`src/rtl/rxl_pkg.sv`:
```
package rxl_pkg;
  typedef enum logic [2:0] {
    RX_IDLE,
    RX_START,
    RX_DATA,
    RX_PAR,
    RX_STOP,
    RX_BRK
  } rx_state_t;
endpackage

```
`src/rtl/rxl_sync.sv`:
```
module rxl_sync #(
  parameter int STAGES = 2,
  parameter bit RST_VAL = 1'b1
) (
  input  logic clk,
  input  logic rst_n,
  input  logic d_in,
  output logic d_out
);
  logic [STAGES-1:0] chain;

  always_ff @(posedge clk or negedge rst_n) begin
    if (!rst_n) chain <= {STAGES{RST_VAL}};
    else        chain <= {chain[STAGES-2:0], d_in};
  end

  assign d_out = chain[STAGES-1];
endmodule

```
`src/rtl/rxl_frame.sv`:
```
module rxl_frame
  import rxl_pkg::*;
#(
  parameter int DATA_W = 8,
  parameter int OSR    = 16
) (
  input  logic              clk,
  input  logic              rst_n,
  input  logic              rxs,
  input  logic [1:0]        word_len,
  input  logic              par_en,
  input  logic              par_even,
  input  logic              par_stick,
  output logic              done,
  output logic [DATA_W-1:0] done_data,
  output logic              done_pe,
  output logic              done_fe,
  output logic              done_bi
);
  localparam int CNT_W = $clog2(OSR);
  localparam int IDX_W = $clog2(DATA_W);
  localparam logic [CNT_W-1:0] QUAL_END = CNT_W'(OSR / 2 - 2);
  localparam logic [CNT_W-1:0] BIT_END  = CNT_W'(OSR - 1);

  rx_state_t         st, st_n;
  logic [CNT_W-1:0]  cnt, cnt_n;
  logic [IDX_W-1:0]  idx, idx_n, last_idx;
  logic [DATA_W-1:0] sr, sr_n;
  logic              pbit, pbit_n;
  logic              done_n, pe_n, fe_n, bi_n;
  logic              exp_par, is_brk;

  assign last_idx = IDX_W'(DATA_W - 4) + IDX_W'(word_len);
  assign exp_par  = par_stick ? ~par_even : (par_even ? ^sr : ~^sr);
  assign is_brk   = ~rxs && (sr == '0) && (~par_en || ~pbit);

  always_comb begin
    st_n   = st;
    cnt_n  = cnt;
    idx_n  = idx;
    sr_n   = sr;
    pbit_n = pbit;
    done_n = 1'b0;
    pe_n   = 1'b0;
    fe_n   = 1'b0;
    bi_n   = 1'b0;
    case (st)
      RX_IDLE: begin
        if (!rxs) begin
          st_n  = RX_START;
          cnt_n = '0;
        end
      end
      RX_START: begin
        if (rxs) begin
          st_n = RX_IDLE;
        end else if (cnt == QUAL_END) begin
          st_n  = RX_DATA;
          cnt_n = '0;
          idx_n = '0;
          sr_n  = '0;
        end else begin
          cnt_n = cnt + 1'b1;
        end
      end
      RX_DATA: begin
        if (cnt == BIT_END) begin
          cnt_n     = '0;
          sr_n[idx] = rxs;
          if (idx == last_idx) st_n = par_en ? RX_PAR : RX_STOP;
          else                 idx_n = idx + 1'b1;
        end else begin
          cnt_n = cnt + 1'b1;
        end
      end
      RX_PAR: begin
        if (cnt == BIT_END) begin
          cnt_n  = '0;
          pbit_n = rxs;
          st_n   = RX_STOP;
        end else begin
          cnt_n = cnt + 1'b1;
        end
      end
      RX_STOP: begin
        if (cnt == BIT_END) begin
          cnt_n  = '0;
          done_n = 1'b1;
          fe_n   = ~rxs;
          pe_n   = par_en && (pbit != exp_par);
          bi_n   = is_brk;
          if (rxs)         st_n = RX_IDLE;
          else if (is_brk) st_n = RX_BRK;
          else             st_n = RX_START;
        end else begin
          cnt_n = cnt + 1'b1;
        end
      end
      RX_BRK: begin
        if (rxs) st_n = RX_IDLE;
      end
      default: st_n = RX_IDLE;
    endcase
  end

  always_ff @(posedge clk or negedge rst_n) begin
    if (!rst_n) begin
      st        <= RX_IDLE;
      cnt       <= '0;
      idx       <= '0;
      sr        <= '0;
      pbit      <= 1'b0;
      done      <= 1'b0;
      done_pe   <= 1'b0;
      done_fe   <= 1'b0;
      done_bi   <= 1'b0;
      done_data <= '0;
    end else begin
      st      <= st_n;
      cnt     <= cnt_n;
      idx     <= idx_n;
      sr      <= sr_n;
      pbit    <= pbit_n;
      done    <= done_n;
      done_pe <= pe_n;
      done_fe <= fe_n;
      done_bi <= bi_n;
      if (done_n) done_data <= sr;
    end
  end

  AST_START_ABORT: assert property (@(posedge clk) disable iff (!rst_n)
    (st == RX_START && rxs) |=> (st == RX_IDLE));

  AST_DATA_AFTER_LOW: assert property (@(posedge clk) disable iff (!rst_n)
    (st == RX_START && $past(st) == RX_START && st_n == RX_DATA) |-> (!rxs && !$past(rxs)));

  AST_BRK_SILENT: assert property (@(posedge clk) disable iff (!rst_n)
    (st == RX_BRK && $past(st) == RX_BRK) |-> !done);

  AST_PE_NEEDS_EN: assert property (@(posedge clk) disable iff (!rst_n)
    (st == RX_STOP && !par_en) |=> !done_pe);
endmodule

```
`src/rtl/rxl_status.sv`:
```
module rxl_status #(
  parameter int DATA_W = 8
) (
  input  logic              clk,
  input  logic              rst_n,
  input  logic              done,
  input  logic [DATA_W-1:0] done_data,
  input  logic              done_pe,
  input  logic              done_fe,
  input  logic              done_bi,
  input  logic              status_rd,
  input  logic              data_rd,
  output logic [DATA_W-1:0] buf_q,
  output logic              dr_q,
  output logic              oe_q,
  output logic              pe_q,
  output logic              fe_q,
  output logic              bi_q
);
  logic dr_n, oe_n, pe_n, fe_n, bi_n;

  always_comb begin
    dr_n = done ? 1'b1 : (data_rd ? 1'b0 : dr_q);
    oe_n = (status_rd ? 1'b0 : oe_q) | (done & dr_q);
    pe_n = (status_rd ? 1'b0 : pe_q) | (done & done_pe);
    fe_n = (status_rd ? 1'b0 : fe_q) | (done & done_fe);
    bi_n = (status_rd ? 1'b0 : bi_q) | (done & done_bi);
  end

  always_ff @(posedge clk or negedge rst_n) begin
    if (!rst_n) begin
      buf_q <= '0;
      dr_q  <= 1'b0;
      oe_q  <= 1'b0;
      pe_q  <= 1'b0;
      fe_q  <= 1'b0;
      bi_q  <= 1'b0;
    end else begin
      if (done) buf_q <= done_data;
      dr_q <= dr_n;
      oe_q <= oe_n;
      pe_q <= pe_n;
      fe_q <= fe_n;
      bi_q <= bi_n;
    end
  end

  AST_OVERRUN_SET: assert property (@(posedge clk) disable iff (!rst_n)
    (done && dr_q) |=> oe_q);

  AST_DONE_SETS_DR: assert property (@(posedge clk) disable iff (!rst_n)
    done |=> dr_q);

  AST_DR_CLEAR: assert property (@(posedge clk) disable iff (!rst_n)
    (data_rd && !done) |=> !dr_q);

  AST_ERR_CLEAR: assert property (@(posedge clk) disable iff (!rst_n)
    (status_rd && !done) |=> (!oe_q && !pe_q && !fe_q && !bi_q));

  AST_STATUS_KEEPS_DR: assert property (@(posedge clk) disable iff (!rst_n)
    (status_rd && !done && !data_rd) |=> (dr_q == $past(dr_q)));

  AST_BI_WITH_FE: assert property (@(posedge clk) disable iff (!rst_n)
    $rose(bi_q) |-> fe_q);
endmodule

```
`src/rtl/uart_rx_line.sv`:
```
module uart_rx_line #(
  parameter int DATA_W = 8,
  parameter int OSR    = 16,
  parameter int SYNC_N = 2
) (
  input  logic              clk,
  input  logic              rst_n,
  input  logic              rx_in,
  input  logic [1:0]        word_len,
  input  logic              par_en,
  input  logic              par_even,
  input  logic              par_stick,
  input  logic              status_rd,
  input  logic              data_rd,
  output logic [DATA_W-1:0] rx_data,
  output logic              flag_dr,
  output logic              flag_oe,
  output logic              flag_pe,
  output logic              flag_fe,
  output logic              flag_bi,
  output logic              rx_ready_n
);
  logic              rst_sync_n;
  logic              rxs;
  logic              fr_done, fr_pe, fr_fe, fr_bi;
  logic [DATA_W-1:0] fr_data;

  rxl_sync #(.STAGES(2), .RST_VAL(1'b0)) u_rst_sync (
    .clk   (clk),
    .rst_n (rst_n),
    .d_in  (1'b1),
    .d_out (rst_sync_n)
  );

  rxl_sync #(.STAGES(SYNC_N), .RST_VAL(1'b1)) u_line_sync (
    .clk   (clk),
    .rst_n (rst_sync_n),
    .d_in  (rx_in),
    .d_out (rxs)
  );

  rxl_frame #(.DATA_W(DATA_W), .OSR(OSR)) u_frame (
    .clk       (clk),
    .rst_n     (rst_sync_n),
    .rxs       (rxs),
    .word_len  (word_len),
    .par_en    (par_en),
    .par_even  (par_even),
    .par_stick (par_stick),
    .done      (fr_done),
    .done_data (fr_data),
    .done_pe   (fr_pe),
    .done_fe   (fr_fe),
    .done_bi   (fr_bi)
  );

  rxl_status #(.DATA_W(DATA_W)) u_status (
    .clk       (clk),
    .rst_n     (rst_sync_n),
    .done      (fr_done),
    .done_data (fr_data),
    .done_pe   (fr_pe),
    .done_fe   (fr_fe),
    .done_bi   (fr_bi),
    .status_rd (status_rd),
    .data_rd   (data_rd),
    .buf_q     (rx_data),
    .dr_q      (flag_dr),
    .oe_q      (flag_oe),
    .pe_q      (flag_pe),
    .fe_q      (flag_fe),
    .bi_q      (flag_bi)
  );

  assign rx_ready_n = ~flag_dr;

  AST_FE_ON_LOW_STOP: assert property (@(posedge clk) disable iff (!rst_sync_n)
    (fr_done && fr_fe) |=> flag_fe);

  AST_RESET_QUIET: assert property (@(posedge clk)
    !rst_sync_n |-> (!flag_dr && !flag_oe && !flag_pe && !flag_fe && !flag_bi));
endmodule

```
`config.mk`:
```
export PLATFORM = sky130hd
export DESIGN_NAME = uart_rx_line
export DESIGN_NICKNAME = d
export VERILOG_FILES = /design/src/rtl/rxl_pkg.sv /design/src/rtl/rxl_sync.sv /design/src/rtl/rxl_frame.sv /design/src/rtl/rxl_status.sv /design/src/rtl/uart_rx_line.sv
export SDC_FILE = /design/constraint.sdc
export NUM_CORES = 1
export LEC_CHECK = 0
export CORE_UTILIZATION = 50
export CTS_CLUSTER_DIAMETER = 150
export DETAILED_ROUTE_END_ITERATION = 10
export DONT_BUFFER_PORTS = 1
export MAX_ROUTING_LAYER = met4
export PLACE_DENSITY_LB_ADDON = 0.2
export SYNTH_ARGS = -nofsm -noshare
export SYNTH_HDL_FRONTEND = slang
export SYNTH_SLANG_ARGS = --single-unit
export TNS_END_PERCENT = 100
```
`constraint.sdc`:
```
create_clock -name clk -period 3.05 [get_ports clk]
set_input_delay 0.305 -clock clk [delete_from_list [all_inputs] [get_ports clk]]
set_output_delay 0.305 -clock clk [all_outputs]
set_load 0.01 [all_outputs]
```
==> flow_metrics.tcl, run 1 <==
set metrics [dict create \
    cts_sinks 48 \
    routabilityCongestion 0.807 \
    violations "DRC" \
    synth_edf_count 0 \
    routed.top_layer "met4" \
    drv_slew 0 \
    grt_setup_unrepaired "no" \
    worstRegToRegCells 4 \
    drt_iter0_drc 98 \
    fmaxAchievable_mhz 468 \
    met1_length_um 2080 \
    synth.avg_cell_area_sq_um 10.2 \
    synth-xor-area-share_pct 3.02 \
    synth_top_family_by_area "compound AO/OA/AOI/OAI gates" \
    r2r_setup_slack_ns 0.91 \
    cp.arrival_ns 2.33 \
    ant_nets 0 \
    globalRouteOverflowTotal 0 \
    power.leakage_nw 1.14 \
    synth-main-ff-cell "dfrtp_1" \
    port_buffers 0 \
    area_delta_synth_final_pct 5.46 \
    fin_tns_setup_ns 0 \
    htreeDepth 2 \
    endpoint "u_frame.st[0]" \
    met2_length_um 1990 \
    coreArea_sq_mm 0.00444 \
    syn_inst 231 \
    relSlewSlack_pct 36.2 \
    hpwl_um 2920 \
    path_max_fanout 21 \
    synth.net_count 248 \
    cts_buffers 5 \
    fin_crit_sh_pct 70.1 \
    via_per_inst 5.67 \
    grt_pass1_wl_um 7330 \
    hold_viol 0 \
    synth_compound_area_share_pct 16.1 \
    synth-adder-area-share_pct 3.71 \
    initial_core_util_pct 53.1 \
    fin_crit_ns 2.14 \
    finalSetupViolCount 0 \
    vdd_drop_max_mv 0.382 \
    antenna_found_initial 0 \
    endpoint_kind "register" \
    synth.distinct_cells 50 \
    yosys.area_share.simple_pct 15.3 \
    grt_max_degree 47 \
    pwr_density_cell_mw_per_mm2 632 \
    met3WireLength_um 111 \
    status "finished with violations" \
    post-cts-setup-buffers 0 \
    final_nets 246 \
    syn_area_sq_mm 0.00236 \
    io_pins 24 \
    crit_type "register to register" \
    firstDrtPassIters 7 \
    drc 10 \
    cts_tree "built" \
    async_flop_share_pct 100 \
    seq_area_frac_synth_pct 51.0 \
    reg2reg_from "u_frame.st[2]" \
    start_kind "register" \
    cp.required_ns 3.24 \
    cts.root.buffer_cell "clkbuf_8" \
    grt_pass1_vias 1565 \
    routed_wl_um 4220 \
    via_count 1600 \
    synth_warnings 0 \
    drive_gt1_share_pct 12.6 \
    synth_mux_area_share_pct 4.93 \
    cts.reportedPaths.clkPinSlew_ns 0.09 \
    fp.dieH_um 70.7 \
    wl_per_cell_um 15.0 \
    cap_violations 0 \
    hold_path.class "input pin to register" \
    fin_util_pct 56.0 \
    grt_use_total_pct 19.2 \
    worst_pin_slew_ns 0.957 \
    fin_skew_ns 0.00720 \
    dieArea_sq_mm 0.00500 \
    synth_seq_cells 48 \
    core.rowCount 24 \
    ctsLongestPathBuffers 2 \
    timing.rr.end "u_frame.st[0]" \
    die_w_um 70.7 \
    critical_path.startpoint "u_frame.st[2]" \
    n_antenna_cell 0 \
    clk_latency_ns 0.29 \
]
[worst max-delay path, cell delays in order (launching register included)]
cell and delay, ns:
dfrtp_1 0.73, or3b_1 0.34, a31oi_2 0.11, or4_4 0.54, mux2_4 0.31
[through the flow]
| stage | hold slack (ns) | power (W) | setup slack [ns] | std cells | area, sq um |
|---|---|---|---|---|---|
| global placement | 0.00944 | 0.00118 | 1.00 | 272 | 2370 |
| global route | 0.0817 | 0.00167 | 0.841 | 282 | 2490 |
| floorplan | 0.00941 | 0.00112 | 1.25 | 231 | 2360 |
| finish | 0.0918 | 0.00157 | 0.911 | 282 | 2490 |
| detailed placement | 0.00946 | 0.00118 | 0.948 | 272 | 2370 |
| CTS | 0.0820 | 0.00158 | 0.936 | 282 | 2490 |
[how the worst min path moves through the flow]
stage,end,start,slack (ns),cells past startpoint
5_1_grt,u_status.dr_q,data_rd,0.08,1
4_1_cts,u_status.dr_q,data_rd,0.08,1
3_3_place_gp,u_rst_sync.chain[0],rst_n,0.009,0
2_1_floorplan,u_rst_sync.chain[0],rst_n,0.009,0
6_report,u_status.dr_q,data_rd,0.09,1
3_5_place_dp,u_rst_sync.chain[1],rst_n,0.009,0
[per-layer routing]
layer  vias to the layer above  GRT usage, %
met5                         -             -
met4                         0          6.89
met3                         2          3.42
met2                        26          28.7
met1                       767          26.5
li1                        805             -
[cells in the mapped netlist, drive strengths merged, types with 2 or more instances]
| cell type | n | share of area, % |
|---|---|---|
| and3 | 5 | 1.3 |
| inv | 22 | 3.5 |
| buf | 4 | 1.2 |
| nor2 | 6 | 0.95 |
| nand2b | 7 | 1.9 |
| nor3 | 8 | 1.7 |
| o22ai | 8 | 2.1 |
| nand2 | 23 | 3.7 |
| dfrtp | 46 | 49 |
| a21o | 2 | 0.64 |
| nor3b | 3 | 0.95 |
| ha | 7 | 3.7 |
| o32ai | 3 | 1.1 |
| or3b | 3 | 1.1 |
| o21ai | 22 | 4.7 |
| dfstp | 2 | 2.2 |
| or3 | 2 | 0.53 |
| nand3 | 5 | 1.1 |
| a21oi | 2 | 0.42 |
| a31oi | 8 | 2.4 |
| mux2 | 10 | 4.9 |
| clkbuf | 7 | 1.1 |
| xnor2 | 6 | 3.0 |
[cell usage in the layout, fill, tap and decap left out, types with 2 or more instances in the layout]
cell type and instances:
clkbuf_8 6, nand2_1 23, nor2_1 6, and3_1 5, nor3_1 8, dlygate4sd3_1 2, o22ai_1 8, a21o_1 2
xnor2_1 5, or3_1 2, dfrtp_1 45, ha_1 7, dfstp_2 2, nand2b_1 7, mux2_2 9, or3b_2 2
o32ai_1 3, a21oi_1 2, clkinvlp_4 2, a31oi_1 7, inv_1 22, nand3_1 5, o21ai_0 21, nor3b_1 3
[state kept, by name, indices dropped and copies added (netlist names)]
name	count
u_status.buf_q	8
u_frame.done_fe	1
u_frame.done_pe	1
u_frame.st	3
u_status.pe_q	1
u_status.fe_q	1
u_line_sync.chain	2
u_status.bi_q	1
u_rst_sync.chain	2
u_frame.cnt	4
u_frame.sr	8
u_status.dr_q	1
u_frame.done_bi	1
u_status.oe_q	1
u_frame.done	1
u_frame.done_data	8
u_frame.pbit	1
u_frame.idx	3
[kinds of logic after synthesis]
group,count (synthesis)
XOR/XNOR,6
adder cells (fa/ha/maj),7
other,1
multiplexers,10
buffers and inverters,33
AO/OA/AOI/OAI,58
AND/OR/NAND/NOR,68
flip-flops,48
[report_power, final]
group / switching (W) / total, W / leakage [nW] / internal (W)
Clock: 0.000212 / 0.000396 / 0.0434 / 0.000184
Sequential: 0.000106 / 0.000789 / 0.616 / 0.000683
Combinational: 0.000195 / 0.000388 / 0.481 / 0.000192
Total: 0.000514 / 0.00157 / 1.14 / 0.00106
[layout make-up]
| class | count | area (sq um) |
|---|---|---|
| Clock buffer | 6 | 82.6 |
| Timing Repair Buffer | 2 | 20.0 |
| Clock inverter | 2 | 15.0 |
| Tap cell | 52 | 65.1 |
| Fill cell | 390 | 1950 |
| Sequential cell | 48 | 1200 |
| Inverter | 22 | 82.6 |
| Multi-Input combinational cell | 150 | 1020 |
[timing repair]
| action | CTS | global route |
|---|---|---|
| endpoints found under the hold margin | 3 | 0 |
| setup endpoints to repair | 0 | 0 |
| resized for setup | 0 | 0 |
| hold buffers | 2 | 0 |
Power figures use the tool's default switching activity.
==> run 2: changes to the inputs <==
==> constraint.sdc (replaced) <==
create_clock -name clk -period 1.9 [get_ports clk]
set_input_delay 0.19 -clock clk [delete_from_list [all_inputs] [get_ports clk]]
set_output_delay 0.19 -clock clk [all_outputs]
set_load 0.01 [all_outputs]
==> flow_metrics.tcl, run 2 (same netlist as run 1, synthesis figures left out) <==
set metrics [dict create \
    endpoint_kind "register" \
    firstDrtPassIters 7 \
    fin_crit_ns 1.84 \
    grt_pass1_wl_um 7660 \
    hpwl_um 3150 \
    cp.arrival_ns 2.03 \
    cap_violations 0 \
    met3WireLength_um 181 \
    via_per_inst 5.75 \
    dp_slack_ns 0.0282 \
    initial_core_util_pct 53.1 \
    cp.required_ns 2.09 \
    antenna_found_initial 0 \
    cts_sinks 48 \
    drc 10 \
    via_count 1730 \
    hold_path.class "input pin to register" \
    die_w_um 70.7 \
    n_antenna_cell 0 \
    placedInstanceArea_sq_mm 0.00250 \
    pwr_density_cell_mw_per_mm2 1010 \
    cts.root.buffer_cell "clkbuf_8" \
    fin_tns_setup_ns 0 \
    port_buffers 0 \
    wl_per_cell_um 14.8 \
    met1_length_um 2070 \
    dieArea_sq_mm 0.00500 \
    final_common_cell "dfrtp_1" \
    coreArea_sq_mm 0.00444 \
    final_cell_mix "44 x dfrtp_1, 23 x nand2_1, 22 x inv_1, 21 x o21ai_0, 17 x buf_4" \
    power_w 0.00268 \
    ctsLongestPathBuffers 2 \
    globalRouteOverflowTotal 0 \
    drt_iter0_drc 107 \
    grt_use_total_pct 20.4 \
    ant_nets 0 \
    status "finished with violations" \
    finalSetupViolCount 0 \
    cts_tree "built" \
    violations "DRC" \
    relSlewSlack_pct 62.1 \
    setup_ws_ns 0.0635 \
    area_delta_synth_final_pct 12.3 \
    final_nets 265 \
    grt_pass1_vias 1640 \
    cts.reportedPaths.clkPinSlew_ns 0.09 \
    worst_pin_slew_ns 0.568 \
    drv_slew 0 \
    routed_wl_um 4450 \
    power.leakage_nw 1.23 \
    multi_input_area_sq_mm 0.00103 \
    fp.dieH_um 70.7 \
    met2_length_um 2120 \
    fin_util_pct 59.7 \
    io_pins 24 \
    vdd_drop_max_mv 0.626 \
    htreeDepth 2 \
    routabilityCongestion 0.893 \
    fin_crit_sh_pct 96.7 \
    core.rowCount 24 \
    grt_max_degree 47 \
    fill_cells 374 \
    fin_skew_ns 0.00518 \
    drive_gt1_share_pct 19.7 \
    cts_buffers 5 \
    fmaxAchievable_mhz 545 \
    seq_area_sq_mm 0.00121 \
    crit_type "register to register" \
    routed.top_layer "met4" \
    path_max_fanout 5 \
    largest_registers "u_frame.done_data: 8 flops, u_frame.sr: 8 flops, u_status.buf_q: 8 flops" \
    clk_latency_ns 0.30 \
    postLayoutCellArea_sq_mm 0.00265 \
    hold_viol 0 \
    start_kind "register" \
]
run 2: changes by cell type in the layout (fill, tap and decap cells not counted):
| cell | delta |
|---|---|
| buf_4 | +17 |
| dlygate4sd3_1 | +2 |
| and3b_1 | -1 |
| and3b_2 | +1 |
| dfrtp_1 | -1 |
| dfrtp_2 | +1 |
| ha_1 | -1 |
| ha_4 | +1 |
run 2: power by group:
part           internal, W  switching [W]  total [W]
logic             0.000413       0.000431   0.000843
clock network     0.000295       0.000347   0.000642
registers          0.00110      0.0000931    0.00119
run 2: through the flow:
| step | hold slack, ns | cells |
|---|---|---|
| after global routing | 0.0308 | 301 |
| after CTS | 0.0247 | 301 |
| after global placement | -0.106 | 289 |
| after floorplan | -0.106 | 231 |
| final | 0.0336 | 301 |
| after detailed placement | -0.106 | 289 |
run 2: worst paths after layout:
kind / from / end / slack (ns) / cells past startpoint
worst max-delay path: u_frame.cnt[1] / u_frame.st[0] / 0.06 / 5
min in group asynchronous: rst_n / u_rst_sync.chain[0] / 0.11 / 1
worst max register to register: u_frame.cnt[1] / u_frame.st[0] / 0.06 / 5
worst min register to register: u_rst_sync.chain[1] / u_status.fe_q / 0.35 / 1
worst min-delay path: par_en / u_frame.done_pe / 0.03 / 2
max in group asynchronous: u_rst_sync.chain[1] / u_frame.cnt[0] / 1.15 / 1
run 2: cell type report:
class | count | share of cell area [%]
well taps | 52 | 2.45
flip-flops and latches | 48 | 45.5
clock buffers | 6 | 3.11
clock inverters | 2 | 0.566
repair buffers | 21 | 6.32
multi-input cells | 150 | 39.0
inverters | 22 | 3.11
run 2: routing by layer:
layer / track usage (%) / up-vias
li1: - / 846
met1: 26.4 / 835
met2: 31.7 / 41
met3: 4.27 / 8
met4: 7.78 / 0
met5: - / -
run 2: worst max-delay path, stage by stage (launching register included):
cell     delay (ns)
dfrtp_1        0.44
ha_4           0.18
nand3_1        0.10
o21a_1         0.14
or4_4          0.56
mux2_4         0.31
run 2: repair_timing:
action / in CTS / in global routing
hold buffers: 4 / 0
resized for setup: 0 / 4
endpoints found under the hold margin: 8 / 0
buffers inserted: 0 / 0
endpoints found under the setup margin: 0 / 2
